## src/rtl/aes_deser_pkg.sv

```systemverilog
package aes_deser_pkg;

  // Per-cycle commands from the control to the datapath
  typedef struct packed {
    logic shiftEn;    // take dataBit into the word being built
    logic dataBit;    // gated serial bit
    logic writeA;     // word complete, channel A
    logic writeB;     // word complete, channel B
    logic blockMark;  // start event with block-sync high
  } deserCtrl_t;

endpackage

```

## src/rtl/aes_deser_ctrl.sv

```systemverilog
module aes_deser_ctrl
  import aes_deser_pkg::*;
#(
  parameter int WORD_BITS = 28
) (
  input  logic       clk,
  input  logic       rst,
  input  logic       serData,
  input  logic       bitStrobe,
  input  logic       frameSync,
  input  logic       blockSync,
  input  logic       lineActive,
  output deserCtrl_t ctrl
);
  localparam int CNT_W = $clog2(WORD_BITS + 1);
  localparam logic [CNT_W-1:0] LAST_IDX = CNT_W'(WORD_BITS - 1);

  // gated decoder inputs
  logic dataG, stbG, fsG, bsG;
  assign dataG = serData   & lineActive;
  assign stbG  = bitStrobe & lineActive;
  assign fsG   = frameSync & lineActive;
  assign bsG   = blockSync & lineActive;

  logic             stbPrev;
  logic             prevValid;
  logic             prevFs, prevBs;
  logic             armed;
  logic             latchA;
  logic [CNT_W-1:0] bitCnt;

  logic startEvt, stbEdge, takeBit, lastBit;

  always_comb begin
    startEvt = lineActive && (!prevValid || (fsG != prevFs) || (bsG != prevBs));
    stbEdge  = stbG && !stbPrev;
    takeBit  = lineActive && !startEvt && armed && stbEdge;
    lastBit  = takeBit && (bitCnt == LAST_IDX);

    ctrl.shiftEn   = takeBit;
    ctrl.dataBit   = dataG;
    ctrl.writeA    = lastBit && latchA;
    ctrl.writeB    = lastBit && !latchA;
    ctrl.blockMark = startEvt && bsG;
  end

  always_ff @(posedge clk) begin
    if (rst) begin
      stbPrev   <= 1'b0;
      prevValid <= 1'b0;
      prevFs    <= 1'b0;
      prevBs    <= 1'b0;
      armed     <= 1'b0;
      latchA    <= 1'b0;
      bitCnt    <= '0;
    end else begin
      stbPrev <= stbG;
      if (!lineActive) begin
        prevValid <= 1'b0;
        prevFs    <= 1'b0;
        prevBs    <= 1'b0;
        armed     <= 1'b0;
        bitCnt    <= '0;
      end else if (startEvt) begin
        prevValid <= 1'b1;
        prevFs    <= fsG;
        prevBs    <= bsG;
        armed     <= 1'b1;
        latchA    <= fsG;
        bitCnt    <= '0;
      end else if (takeBit) begin
        if (lastBit) begin
          armed  <= 1'b0;
          bitCnt <= '0;
        end else begin
          bitCnt <= bitCnt + 1'b1;
        end
      end
    end
  end

endmodule

```

## src/rtl/aes_deser_dpath.sv

```systemverilog
module aes_deser_dpath
  import aes_deser_pkg::*;
#(
  parameter int WORD_BITS = 28
) (
  input  logic                 clk,
  input  logic                 rst,
  input  deserCtrl_t           ctrl,
  output logic [WORD_BITS-1:0] chAWord,
  output logic [WORD_BITS-1:0] chBWord,
  output logic                 chAWrite,
  output logic                 chBWrite,
  output logic                 blockStart
);
  localparam int NUM_CH = 2;

  logic [WORD_BITS-1:0] shiftQ;
  logic [WORD_BITS-1:0] nextWord;
  logic [NUM_CH-1:0]    chSel;
  logic [WORD_BITS-1:0] chWordQ [NUM_CH];
  logic [NUM_CH-1:0]    chWrQ;

  // right shift: first bit ends in bit 0
  assign nextWord = {ctrl.dataBit, shiftQ[WORD_BITS-1:1]};
  assign chSel    = {ctrl.writeB, ctrl.writeA};

  always_ff @(posedge clk) begin
    if (rst) begin
      shiftQ     <= '0;
      blockStart <= 1'b0;
    end else begin
      if (ctrl.shiftEn) shiftQ <= nextWord;
      blockStart <= ctrl.blockMark;
    end
  end

  for (genvar ch = 0; ch < NUM_CH; ch++) begin : gChan
    always_ff @(posedge clk) begin
      if (rst) begin
        chWordQ[ch] <= '0;
        chWrQ[ch]   <= 1'b0;
      end else begin
        chWrQ[ch] <= chSel[ch];
        if (chSel[ch]) chWordQ[ch] <= nextWord;
      end
    end
  end

  assign chAWord  = chWordQ[0];
  assign chBWord  = chWordQ[1];
  assign chAWrite = chWrQ[0];
  assign chBWrite = chWrQ[1];

endmodule

```

## src/rtl/aes_subframe_deser.sv

```systemverilog
module aes_subframe_deser
  import aes_deser_pkg::*;
#(
  parameter int WORD_BITS = 28
) (
  input  logic                 clk,
  input  logic                 rst,
  input  logic                 serData,
  input  logic                 bitStrobe,
  input  logic                 frameSync,
  input  logic                 blockSync,
  input  logic                 lineActive,
  output logic [WORD_BITS-1:0] chAWord,
  output logic [WORD_BITS-1:0] chBWord,
  output logic                 chAWrite,
  output logic                 chBWrite,
  output logic                 blockStart
);
  deserCtrl_t ctrl;

  aes_deser_ctrl #(.WORD_BITS(WORD_BITS)) uCtrl (
    .clk        (clk),
    .rst        (rst),
    .serData    (serData),
    .bitStrobe  (bitStrobe),
    .frameSync  (frameSync),
    .blockSync  (blockSync),
    .lineActive (lineActive),
    .ctrl       (ctrl)
  );

  aes_deser_dpath #(.WORD_BITS(WORD_BITS)) uDpath (
    .clk        (clk),
    .rst        (rst),
    .ctrl       (ctrl),
    .chAWord    (chAWord),
    .chBWord    (chBWord),
    .chAWrite   (chAWrite),
    .chBWrite   (chBWrite),
    .blockStart (blockStart)
  );

endmodule

```

## config.mk

```make
export PLATFORM = sky130hd
export DESIGN_NAME = aes_subframe_deser
export DESIGN_NICKNAME = d
export VERILOG_FILES = /design/src/rtl/aes_deser_pkg.sv /design/src/rtl/aes_deser_ctrl.sv /design/src/rtl/aes_deser_dpath.sv /design/src/rtl/aes_subframe_deser.sv
export SDC_FILE = /design/constraint.sdc
export NUM_CORES = 1
export LEC_CHECK = 0
export CORE_MARGIN = 2
export CORE_UTILIZATION = 35
export CTS_BUF_LIST = sky130_fd_sc_hd__clkbuf_16
export DETAILED_ROUTE_END_ITERATION = 8
export SLEW_MARGIN = 5
export SYNTH_ARGS = -nofsm -noshare
export SYNTH_HDL_FRONTEND = slang
export SYNTH_SLANG_ARGS = --single-unit
```

## constraint.sdc

```tcl
create_clock -name clk -period 5.6 [get_ports clk]
set_input_delay 1.68 -clock clk [delete_from_list [all_inputs] [get_ports clk]]
set_output_delay 1.68 -clock clk [all_outputs]
set_load 0.03 [all_outputs]
```

==> results.txt <==
----------------------------------------------------
[Clocking]
  Clock-pin slew of the registers on the worst-case setup and hold paths ... 70 ps
  Sinks on Clock Net ... 97
  Clock tree from TritonCTS ... built
  Post-CTS Resized ... 0
  Post-CTS setup-driven buffer insertion count ... 0
  Number of buffers created by CTS ... 9
  Clock Latency Late Sink ... 340 ps
  Max Buffers Root-to-Sink ... 2
  Root buffer cell ... clkbuf_16
  Post-CTS Hold Buffers ... 0
  Number of H-tree levels ... 3

[Pwr]
  Combinational group share of total power ... 0.080
  Static leakage ... 1.92 nW
  Highest ir drop seen on vdd ... 175 µV
  Clk network pwr share ... 0.392
  Internal Dissipation ... ~0.0011 W
  Flop pwr share ... 0.529
  Power density of the placed cells ... 309 nW/µm²
  Share of total power consumed by net switching ... 0.238
  Net Sw Power ... around 0.00035 W

[Hold path]
  Type of the tightest min-delay check ... register to register
  Worst hold stages ... 2
  Startpoint of the tightest hold check path ... uDpath.shiftQ[27]
  Worst hold path endpoint ... uDpath.shiftQ[27]

[Floorplan]
  IO Pins ... 66
  Die Span Y ... between 100 and 150 µm
  Area of the die ... 11400 µm²
  Number of rows created at floorplan ... 37
  Initial core utilization ... 0.359
  Core Area ... 10300 µm²
  Die extent in x ... 107 µm

[Global route]
  Largest net degree at the start of global routing ... 30
  Remaining global-route overflow ... 0
  Total global-route track usage ... 0.114
  Initial antenna violation count ... 0
  Wire length of the first global-routing pass ... ~10000 µm
  Number of global-route vias before repair ... 2000

[Finish]
  Area grow syn2layout ... 29.4%
  Area occupied by multi-input gates ... 1120 µm²
  Number of fillers in the final layout ... slightly above 900
  Final-stage net count ... 350
  Ratio of cells with drive above 1 in the final layout ... 0.0778
  FF/Latch Area ... 2500 µm²
  Antenna diodes ... 0

[Timing]
  Portion of the clock cycle consumed by the worst path in the final layout ... 0.676
  Final count of negative-setup-slack endpoints ... 0
  Final critical delay including setup and external delays ... roughly 3800 ps
  Setup repair after global routing missed its margin ... no
  Final worst clock skew ... 8.02 ps
  Slew Limit Fails ... 0
  Hold Violations, Final ... 0
  WHS ... 484 ps
  Highest attainable clock frequency ... 264 MHz
  Pin slew with the least headroom to its limit ... 473 ps
  Setup tns final ... 0 ps
  Worst max-slew margin expressed relative to the limit ... 0.685

[Critical path]
  Critical Path AT ... 3990 ps
  CP startpoint kind ... input port
  Kind of critical path ... input port to register
  Slowest library cell on the worst path ... clkdlybuf4s50_1
  Capturing point of the worst reg2reg path ... uDpath.chWordQ[1][10]
  Maximum single-stage delay on the critical path ... 660 ps
  Worst reg2reg startpoint ... uCtrl.prevFs
  Worst r2r path cells ... 5
  CP endpoint kind ... register
  Largest fanout of any net on the critical path ... 29
  WP data required ... between 5000 and 6000 ps
  Sequence of cells on the critical path ... clkdlybuf4s50_1 > and4b_1 > nand2_1 > a2111oi_4 > buf_4 > and3_1
  Top cell family by delay on the critical path ... buffers and inverters
  Slack of the worst reg-to-reg path ... 3420 ps
  Buffer and inverter count on the worst path ... 2

[Synth]
  Main flop type after synthesis ... edfxtp_1
  Seq cells post-synth ... 97
  Count of warnings emitted by yosys ... 0
  Number of cells produced by synthesis ... 275
  Share of synthesized area occupied by flip-flops and latches ... 0.675
  Most area-hungry cell type in the Yosys netlist ... edfxtp_1
  Area share of the leading cell type in the synthesized netlist ... 0.454
  Basic-gate share of the synthesized area counting and, or, nand and nor cells ... 0.172
  Compound-gate portion of the synthesized area ... 0.0368
  Count of flip-flops with a built-in enable after synthesis ... 56
  Leading post-synthesis cells by cell area ... edfxtp_1 45%, dfxtp_1 22%, and2_1 9.8%, mux2i_1 7.8%, nor2_1 2.8%
  Main combinational cell family by area after synthesis ... simple AND/OR/NAND/NOR gates
  Number of distinct library cell variants in the gate-level netlist after synthesis ... 31
  Average cell area after synthesis ... 13.5 µm²
  Xor/xnor share of the synthesized area ... 0.00473
  Fraction of synthesized area in multiplexers ... 0.0784
  Post-synth design cell area ... 3700 µm²
  Number of nets in the synthesized netlist ... 283
  Most frequent cell after synthesis ... and2_1
  Ranking of synthesized cells by instance count ... 58 x and2_1, 56 x edfxtp_1, 41 x dfxtp_1
  Area share of fa/ha/maj cells after synthesis ... 0.00338
  Share of synthesized registers carrying an async set or reset ... 0

[Drt]
  DRT antenna net count ... 0
  Post-detailed-routing wire length ... 6370 µm
  First DRT Iteration DRCs ... 81
  DRC Markers ... 0
  Routed via count ... 2135
  Detail-routed via count per cell ... 4.42
  Number of optimization iterations in the first detailed-route pass ... 4
  WL/cell ... 13.2 µm

[Placement]
  Half-perimeter wire length after detailed placement ... around 4000 µm
  Placer's final routability congestion estimate ... 0.738
  Number of buffers added on ports ... 65

[Status]
  Run status ... finished clean

[Flow run]
  Max cap viols ... 0

----------------------------------------------------
-- cell type report --
type | count | area share
Sequential cell | 97 | 0.522
Multi-Input combinational cell | 160 | 0.234
Timing Repair Buffer | 71 | 0.145
Clock buffer | 9 | 0.0470
Tap cell | 136 | 0.0355
Clock inverter | 7 | 0.0138
Inverter | 3 | 0.00235
-- sequential cells by signal, summed over array words and instances, names as in the netlist --
signal             flops
uCtrl.armed            1
uCtrl.bitCnt           5
uCtrl.latchA           1
uCtrl.prevBs           1
uCtrl.prevFs           1
uCtrl.prevValid        1
uCtrl.stbPrev          1
uDpath.blockStart      1
uDpath.chAWrite        1
uDpath.chBWrite        1
uDpath.chWordQ        56
uDpath.shiftQ         27
-- per-stage QoR --
step                      std cells  worst slack, ps  total power [W]  utilization  instance area, µm²
after floorplan                 275              469         0.000864            -                3700
after global placement          467             1500         0.000919        0.436                4500
after detailed placement        467             1460         0.000919        0.436                4500
after CTS                       483             1800          0.00150        0.464                4790
after global routing            483             1620          0.00153        0.464                4790
final                           483             1810          0.00148        0.464                4790
-- cells in the final DEF, fill, tap and decap left out, types with 3 or more instances in the layout --
cell	n
and3_1	4
nand3_1	3
buf_4	6
nand2_1	8
dfxtp_1	41
and2_1	58
clkdlybuf4s50_1	65
clkinv_4	3
nor2_1	28
inv_1	3
clkbuf_16	9
mux2i_1	29
nor3_1	5
edfxtp_1	56
a21oi_1	4
-- per-layer routing --
layer,share of wire,global-route usage,up-vias
met3,0.054,0.0353,6
li1,-,-,1098
met1,0.47,0.146,980
met4,0.0077,0.0362,0
met5,0,0,-
met2,0.47,0.186,51
-- logic make-up (layout without fill, tap and decap cells) --
logic type               after synthesis  count (layout)
multiplexers                          29              29
AO/OA/AOI/OAI                         13              13
AND/OR/NAND/NOR                      115             115
adder cells (fa/ha/maj)                1               1
buffers and inverters                 18              90
XOR/XNOR                               2               2
flip-flops                            97              97
-- how the worst max path moves through the flow --
stage                          start                     to  cells after the start
after floorplan           lineActive   uDpath.chWordQ[0][0]                      6
after global placement    lineActive  uDpath.chWordQ[0][13]                      6
after detailed placement  lineActive  uDpath.chWordQ[1][27]                      6
after CTS                 lineActive  uDpath.chWordQ[1][27]                      6
after global routing      lineActive   uDpath.chWordQ[0][8]                      6
final                     lineActive  uDpath.chWordQ[1][27]                      6
-- worst min-delay path, stage by stage (launching register included) --
cell and delay, ps:
dfxtp_1 330, nand2_1 60, a21oi_1 50
-- power groups by stage --
| stage | registers, W | logic, W | clock network, W |
|---|---|---|---|
| finish | 0.000783 | 0.000118 | 0.000581 |
| global route | 0.000786 | 0.000124 | 0.000618 |
| CTS | 0.000784 | 0.000120 | 0.000595 |
| detailed placement | 0.000800 | 0.000120 | 0 |
| global placement | 0.000800 | 0.000119 | 0 |
| floorplan | 0.000845 | 0.0000189 | 0 |
(Power assumes the default switching activity.)
